==> src/rtl/boot_sel_pkg.sv <==
package boot_sel_pkg;

  typedef enum logic [1:0] {
    ST_IDLE,
    ST_VERIFY,
    ST_BOOTED,
    ST_FALLBACK
  } bsel_state_e;

  localparam logic [31:0] BSEL_PROOF = 32'h4953_5756;

endpackage

==> src/rtl/bsel_state_word.sv <==
module bsel_state_word #(
  parameter int          SW_W  = 32,
  parameter logic [31:0] PROOF = 32'h4953_5756
) (
  input  logic            clk,
  input  logic            rst,
  input  logic            wr_en,
  input  logic [SW_W-1:0] wr_data,
  input  logic            clr,
  output logic [SW_W-1:0] word,
  output logic            proof_ok
);

  localparam logic [SW_W-1:0] PROOF_W = SW_W'(PROOF);

  always_ff @(posedge clk) begin
    if (rst)        word <= '0;
    else if (clr)   word <= '0;      // handoff clear beats a same-cycle write
    else if (wr_en) word <= wr_data;
  end

  assign proof_ok = (word == PROOF_W);

endmodule

==> src/rtl/bsel_seq.sv <==
module bsel_seq
  import boot_sel_pkg::*;
#(
  parameter int NUM_IMG = 4,
  parameter int IDX_W   = 2
) (
  input  logic             clk,
  input  logic             rst,
  input  logic             cold_req,
  input  logic             warm_req,
  input  logic             proof_ok,
  input  logic             ld_done,
  input  logic             ld_pass,
  output logic             ld_req,
  output logic [IDX_W-1:0] ld_idx,
  output logic             handoff,
  output logic [IDX_W-1:0] handoff_idx,
  output logic [IDX_W-1:0] last_idx,
  output logic             fallback_sel,
  output logic             sw_clr
);

  localparam logic [IDX_W-1:0] TOP_IDX = IDX_W'(NUM_IMG - 1);
  localparam logic [IDX_W-1:0] ONE_IDX = IDX_W'(1);

  bsel_state_e      state;
  logic [IDX_W-1:0] cur_idx;
  logic             cold_seen;
  logic             start_cold;
  logic             verdict;

  assign start_cold = cold_req || (warm_req && !cold_seen);
  assign verdict    = (state == ST_VERIFY) && ld_done && !cold_req && !warm_req;
  assign sw_clr     = verdict && ld_pass;

  always_ff @(posedge clk) begin
    if (rst) begin
      state        <= ST_IDLE;
      cur_idx      <= '0;
      last_idx     <= '0;
      ld_req       <= 1'b0;
      ld_idx       <= '0;
      handoff      <= 1'b0;
      handoff_idx  <= '0;
      fallback_sel <= 1'b0;
      cold_seen    <= 1'b0;
    end else begin
      ld_req  <= 1'b0;
      handoff <= 1'b0;
      if (start_cold) begin
        cold_seen    <= 1'b1;
        fallback_sel <= 1'b0;
        cur_idx      <= '0;
        ld_req       <= 1'b1;
        ld_idx       <= '0;
        state        <= ST_VERIFY;
      end else if (warm_req) begin
        if (fallback_sel) begin
          state <= ST_FALLBACK;
        end else if (proof_ok) begin
          cur_idx <= last_idx;
          ld_req  <= 1'b1;
          ld_idx  <= last_idx;
          state   <= ST_VERIFY;
        end else if (last_idx == TOP_IDX) begin
          fallback_sel <= 1'b1;
          state        <= ST_FALLBACK;
        end else begin
          cur_idx  <= last_idx + ONE_IDX;
          last_idx <= last_idx + ONE_IDX;
          ld_req   <= 1'b1;
          ld_idx   <= last_idx + ONE_IDX;
          state    <= ST_VERIFY;
        end
      end else if (verdict) begin
        if (ld_pass) begin
          last_idx    <= cur_idx;
          handoff     <= 1'b1;
          handoff_idx <= cur_idx;
          state       <= ST_BOOTED;
        end else if (cur_idx == TOP_IDX) begin
          fallback_sel <= 1'b1;
          state        <= ST_FALLBACK;
        end else begin
          cur_idx <= cur_idx + ONE_IDX;
          ld_req  <= 1'b1;
          ld_idx  <= cur_idx + ONE_IDX;
        end
      end
    end
  end

endmodule

==> src/rtl/boot_img_sel.sv <==
module boot_img_sel
  import boot_sel_pkg::*;
#(
  parameter int          NUM_IMG = 4,
  parameter int          SW_W    = 32,
  parameter logic [31:0] PROOF   = BSEL_PROOF,
  localparam int         IDX_W   = (NUM_IMG > 1) ? $clog2(NUM_IMG) : 1
) (
  input  logic             clk,
  input  logic             rst,
  input  logic             cold_rst_req,
  input  logic             warm_rst_req,
  output logic             ld_req,
  output logic [IDX_W-1:0] ld_idx,
  input  logic             ld_done,
  input  logic             ld_pass,
  input  logic             sw_wr_en,
  input  logic [SW_W-1:0]  sw_wr_data,
  output logic [SW_W-1:0]  state_word,
  output logic [IDX_W-1:0] last_idx,
  output logic             handoff,
  output logic [IDX_W-1:0] handoff_idx,
  output logic             fallback_sel
);

  logic proof_ok;
  logic sw_clr;

  bsel_state_word #(.SW_W(SW_W), .PROOF(PROOF)) u_word (
    .clk      (clk),
    .rst      (rst),
    .wr_en    (sw_wr_en),
    .wr_data  (sw_wr_data),
    .clr      (sw_clr),
    .word     (state_word),
    .proof_ok (proof_ok)
  );

  bsel_seq #(.NUM_IMG(NUM_IMG), .IDX_W(IDX_W)) u_seq (
    .clk          (clk),
    .rst          (rst),
    .cold_req     (cold_rst_req),
    .warm_req     (warm_rst_req),
    .proof_ok     (proof_ok),
    .ld_done      (ld_done),
    .ld_pass      (ld_pass),
    .ld_req       (ld_req),
    .ld_idx       (ld_idx),
    .handoff      (handoff),
    .handoff_idx  (handoff_idx),
    .last_idx     (last_idx),
    .fallback_sel (fallback_sel),
    .sw_clr       (sw_clr)
  );

endmodule

==> config.mk <==
export PLATFORM = sky130hd
export DESIGN_NAME = boot_img_sel
export DESIGN_NICKNAME = d
export VERILOG_FILES = /design/src/rtl/boot_sel_pkg.sv /design/src/rtl/bsel_state_word.sv /design/src/rtl/bsel_seq.sv /design/src/rtl/boot_img_sel.sv
export SDC_FILE = /design/constraint.sdc
export NUM_CORES = 1
export LEC_CHECK = 0
export BUFFER_PORTS_ARGS = -buffer_cell sky130_fd_sc_hd__buf_2
export CAP_MARGIN = 25
export CORE_ASPECT_RATIO = 1.5
export CORE_MARGIN = 1.5
export CORE_UTILIZATION = 50
export CTS_CLUSTER_DIAMETER = 100
export DETAILED_ROUTE_END_ITERATION = 8
export PLACE_DENSITY = 0.84
export SLEW_MARGIN = 5
export SYNTH_ARGS = -nofsm -noshare
export SYNTH_HDL_FRONTEND = slang
export SYNTH_SLANG_ARGS = --single-unit
export TNS_END_PERCENT = 20
==> constraint.sdc <==
create_clock -name clk -period 4.6 [get_ports clk]
set_input_delay 0 -clock clk [delete_from_list [all_inputs] [get_ports clk]]
set_output_delay 0 -clock clk [all_outputs]
set_load 0.1 [all_outputs]
; ---- Word level (Yosys, flattened, before mapping)
; Index checks and enable logic that the tools add are counted.
[classes]
add_sub_neg = 2
n_bitwise = 3
mux = 36
reduce_logical = 24
n_eq_ne = 10
[op_table]
columns = cell, n
row1 = 2-to-1 mux 2 bit, 19
row2 = equality test 32 x 31 -> 1 bit (second input constant), 1
row3 = 2-to-1 mux 1 bit, 17
row4 = != test 2 bit (second input constant), 5
row5 = AND reduction 6 bit, 1
row6 = nonzero test 2 bit, 3
row7 = nonzero test 3 bit, 2
row8 = logical AND 1 bit, 5
row9 = AND reduction 5 bit, 1
row10 = adder 2 x 1 -> 2 bit (second input constant), 2
row11 = equality test 2 bit (second input constant), 2
row12 = AND reduction 2 bit, 2
row13 = AND reduction 4 bit, 1
row14 = nonzero test 4 bit, 1
row15 = OR reduction 2 bit, 2
row16 = OR reduction 4 bit, 1
row17 = zero test 1 bit, 3
row18 = != test 3 bit (second input constant), 1
row19 = inverter 1 bit, 3
row20 = AND reduction 3 bit, 1
row21 = equality test 2 x 1 -> 1 bit (second input constant), 1
row22 = logical OR 1 bit, 1
[totals]
register_bits = 44
in_bits = 39
out_inout_bits = 41

; ---- Longest topological paths before layout
[logic_depth]
ltp_word = 7
mapped_depth = 7
ltp_nobuf = 7

; ---- Hierarchy
; Synthesis repeated with hierarchy kept, for this count alone.
[hier_totals]
cells_unflattened = 184
area_unflattened_um2 = 1838.0
[by_module_without_submodules]
columns = module, area_each_um2, instances, seq_area_each_um2, cells_per_inst
row1 = bsel_state_word, 1223.7, 1, 640.6, 116
row2 = bsel_seq, 614.3, 1, 240.2, 68

; ---- Least setup slack after synthesis
; Ideal clock, no wire load.
[synth_path]
kind = flip-flop to flip-flop
start = reg u_word.word[12]
end = reg u_seq.cur_idx[1]
period_less_slack_ns = 2.545
t_required_ns = 4.533
slack_ns = 2.055
path_stages_with_launch = 7
arrival_ns = 2.478
path_buffers = 0
cell_sequence = dfxtp_1 -> nand4b_1 -> or4_4 -> nor4_4 -> mux2i_1 -> a211o_1 -> a21oi_2
[synth_via]
elab_chain_len = 4
word_cells_on_any_way = 6
classes_between = 2 x eq/ne / 3 x mux / 1 x reduce/logical
[synth_rtl]
columns = element, line
row1 = start: declaration, bsel_state_word.sv:10  ; output logic [SW_W-1:0] word,
row2 = start signal: assignment, bsel_state_word.sv:19  ; else if (wr_en) word <= wr_data;
row3 = equality test 32 x 31 -> 1 bit (*), bsel_state_word.sv:22  ; assign proof_ok = (word == PROOF_W);
row4 = 2-to-1 mux 2 bit, bsel_seq.sv:60  ; end else if (proof_ok) begin
row5 = 2-to-1 mux 2 bit, bsel_seq.sv:58  ; if (fallback_sel) begin
row6 = 2-to-1 mux 2 bit, bsel_seq.sv:57  ; end else if (warm_req) begin
row7 = end signal: assignment, bsel_seq.sv:61  ; cur_idx <= last_idx;
row8 = end signal: assignment, bsel_seq.sv:69  ; cur_idx <= last_idx + ONE_IDX;
row9 = end signal: assignment, bsel_seq.sv:85  ; cur_idx <= cur_idx + ONE_IDX;
row10 = end: declaration, bsel_seq.sv:27  ; logic [IDX_W-1:0] cur_idx;
; Every way passes the cells marked *; elsewhere a longest branch is shown, timed or not. The select of a mux whose other input is x is not followed.
; A chain may end at the register's enable or synchronous reset.

; ---- Worst setup path in the final report
[layout_path]
start = reg u_word.word[13]
end = reg u_seq.cur_idx[1]
; The elaborated chain is that of the path after synthesis.

==> run_results.csv <==
group,metric,value,unit
run_status,status,"finished, final reports clean",
setup_path,endpoint_kind,"register",
floorplan,start_util,53.1,%
placement,gp_congestion,0.872,
route,via_per_inst,5.05,
setup_path,cp_cell_sequence,"nand4b_1, or4_4, nor4_4, o2bb2ai_1, a211o_1, a21oi_2",
floorplan,io-pin-count,80,
finish,final_cell_area,2690,um^2
global_route,gr-usage-all-layers,23.6,%
route,drc_errors,0,
logic_synthesis,yosysTopAreaCell,"dfxtp_1",
sta,maxSlewHeadroom,39.4,%
setup_path,slowest_stage,"or4_4",
clocking,clock_path_buffers,2,
logic_synthesis,synth_xor_area_share,0,%
sta,hold_violations,0,
logic_synthesis,synth-seq-cells,44,
clocking,post_cts_buffers,0,
placement,place_area,2260,um^2
route,post_drt_wl_per_cell,13.8,um
placement,portBuffers,79,
setup_path,worstPathArrival,2.33,ns
sta,rsz0062_at_grt,"false",
logic_synthesis,yosys.area_share.simple,22.6,%
job,max-cap-violations,0,
setup_path,r2r-end,"u_seq.cur_idx[1]$_SDFFE_PP0P_",
power_and_ir_drop,total_leakage_power,1.36,nW
route,drt_wl_total,4.67,mm
clocking,cts-root-buf,"clkbuf_8",
sta,worst_clock_skew,0.00571,ns
setup_path,worst_ep_required_time,4.83,ns
floorplan,fp.coreArea,3480,um^2
worst_hold_path,whs_path_depth,3,
sta,fin_crit_sh,45.7,%
placement,hpwl,3.05,mm
sta,worstMarginPinSlew,0.908,ns
logic_synthesis,ys_warn_count,0,
finish,antenna-diode-count,0,
global_route,grt-ovfl-total,0,
setup_path,crit_type,"register to register",
logic_synthesis,syn_avg_cell_area,9.94,um^2
setup_path,start_kind,"register",
setup_path,rrSetupSlack,2.50,ns
logic_synthesis,synth_top_area_share,47.6,%
worst_hold_path,holdPathEnd,"u_seq.ld_req$_SDFF_PP0_",
logic_synthesis,synth_top_family_by_area,"simple AND/OR/NAND/NOR gates",
setup_path,reg2regPathDepth,6,
clocking,numClockSinks,44,
setup_path,worst_path_largest_cell_delay,0.52,ns
finish,drive_above_1_share,33.0,%
route,first_pass_iters,5,
worst_hold_path,hp-start,"cold_rst_req",
power_and_ir_drop,p_total,0.921,mW
logic_synthesis,yosysSeqAreaShare,47.6,%
sta,finalSetupViolCount,0,
floorplan,die_area,4080,um^2
clocking,clk_latency,0.29,ns
global_route,grt_pass1_vias,1625,
global_route,antenna_found_initial,0,
clocking,clkTransAtPathRegs,0.08,ns
logic_synthesis,synth_cells,186,
route,num_vias,1712,
sta,period_minus_slack,2.10,ns
sta,timing.hold.ws,0.0451,ns
power_and_ir_drop,peakVddDrop,0.260,mV
floorplan,row_count,26,
logic_synthesis,netlist_area,1850,um^2
worst_hold_path,hold_path.class,"input port to register",
clocking,cts_resized,0,
route,route.antenna.remaining_nets,0,
global_route,grt_max_degree,33,
power_and_ir_drop,p_per_area,342,nW/um^2
logic_synthesis,synth_fp_nets,227,
finish,syn_to_final_growth,45.7,%
finish,finish.net_count,337,
clocking,htreeDepth,2,
floorplan,die_width,52.7,um
logic_synthesis,synth_adder_area_share,1.35,%
logic_synthesis,ys_types,34,
clocking,cts_tree,"built",
clocking,numCtsBuffers,5,
logic_synthesis,synth_area_leaders,"dfxtp_1, mux2i_1, nor2_1",
logic_synthesis,synth_compound_area_share,6.56,%
sta,fmax,476,MHz
floorplan,die_height,77.5,um
sta,slew_violations,0,
route,initialDrtViolationCount,41,
logic_synthesis,synth_mux_area_share,18.9,%
setup_path,timing.rr.start,"u_word.word[13]$_SDFFE_PP0P_",
global_route,grt_pass1_wl,7.18,mm
setup_path,crit_fanout,8,
sta,tns,0,ns
synth_stat cells:
master and count:
nand4_2 1, or4_1 1, nor3b_1 2, a21bo_2 1
a31oi_1 1, and3_2 1, o2bb2ai_1 1, o21bai_1 3
ha_1 2, a21oi_1 5, o22ai_1 1, a311oi_1 1
clkbuf_2 1, a21o_2 1, nor4b_4 1, inv_1 4
and4bb_2 3, mux2i_1 35, nand2_1 6, nor2_1 42
nand4b_1 2, nor4_4 1, clkbuf_1 3, nor2b_1 2
or4_4 1, or4b_4 1, dfxtp_1 44, a211o_1 1
a21oi_2 1, buf_1 6, nand2b_1 5, a211oi_1 1
nor3_1 4, or2_1 1
critical path: cells and delay by family (launching register included):
kind | cells | cell delay (ns)
AOI/OAI and AO/OA | 3 | 0.64
and+or+nand+nor | 3 | 1.09
DFF | 1 | 0.32
routing by layer:
| layer | global-route usage [%] | part of all wire [%] | vias up | wire length [um] |
|---|---|---|---|---|
| met3 | 5.00 | 3.9 | 9 | 182 |
| met1 | 24.9 | 39 | 786 | 1810 |
| li1 | - | - | 864 | - |
| met5 | 0 | 0 | - | 0 |
| met2 | 43.6 | 56 | 53 | 2600 |
| met4 | 8.21 | 1.8 | 0 | 83 |
placed cells by master, fill, tap and decap left out, types with 4 or more instances in the layout:
cell           synthesis  layout
buf_2                  0      79
dfxtp_1               44      44
nor2_1                42      42
mux2i_1               35      35
dlygate4sd3_1          0      33
nand2_1                6       6
clkbuf_8               0       6
nand2b_1               5       5
a21oi_1                5       5
inv_1                  4       4
nor3_1                 4       4
power breakdown:
| part | total (mW) | switching, mW | internal (mW) |
|---|---|---|---|
| Combinational | 0.261 | 0.189 | 0.0720 |
| Sequential | 0.417 | 0.0159 | 0.402 |
| Clock | 0.242 | 0.120 | 0.122 |
layout make-up:
class                   count  area, um^2
clock buffers               8        90.1
fillers                   251         787
inverters                   4        15.0
multi-input cells         128         915
flip-flops and latches     44         881
well taps                  42        52.6
repair buffers            113         741
kinds of logic (layout without fill, tap and decap cells):
group,count (synthesis),after routing
simple gates,74,74
flops,44,44
mux,35,35
compound gates,17,17
buf+inv,14,125
fa+ha+maj,2,2
state kept, by name (all words and copies together) (netlist names):
name,count
u_seq.cold_seen,1
u_seq.cur_idx,2
u_seq.fallback_sel,1
u_seq.handoff,1
u_seq.handoff_idx,2
u_seq.last_idx,2
u_seq.ld_req,1
u_seq.state,2
u_word.word,32
worst max path at each step:
stage                                      start                       endpoint
global placement                    warm_rst_req    u_word.word[0]$_SDFFE_PP0P_
global route        u_word.word[13]$_SDFFE_PP0P_  u_seq.cur_idx[1]$_SDFFE_PP0P_
floorplan           u_word.word[12]$_SDFFE_PP0P_  u_seq.cur_idx[1]$_SDFFE_PP0P_
detailed placement                  warm_rst_req    u_word.word[5]$_SDFFE_PP0P_
finish              u_word.word[13]$_SDFFE_PP0P_  u_seq.cur_idx[1]$_SDFFE_PP0P_
CTS                  u_seq.state[1]$_SDFFE_PP0P_    u_word.word[5]$_SDFFE_PP0P_
per-stage QoR:
stage / util [%] / setup slack, ns / cells
after floorplan: - / 2.05 / 186
after global placement: 64.9 / 2.45 / 297
after detailed placement: 64.9 / 2.36 / 297
after CTS: 77.0 / 2.46 / 338
after global routing: 77.4 / 2.40 / 339
final: 77.4 / 2.50 / 339
timing repair:
action                                  in CTS  in global routing
hold buffers                                33                  0
endpoints found under the hold margin       40                  0
endpoints found under the setup margin       0                  0
Power figures use the tool's default switching activity.
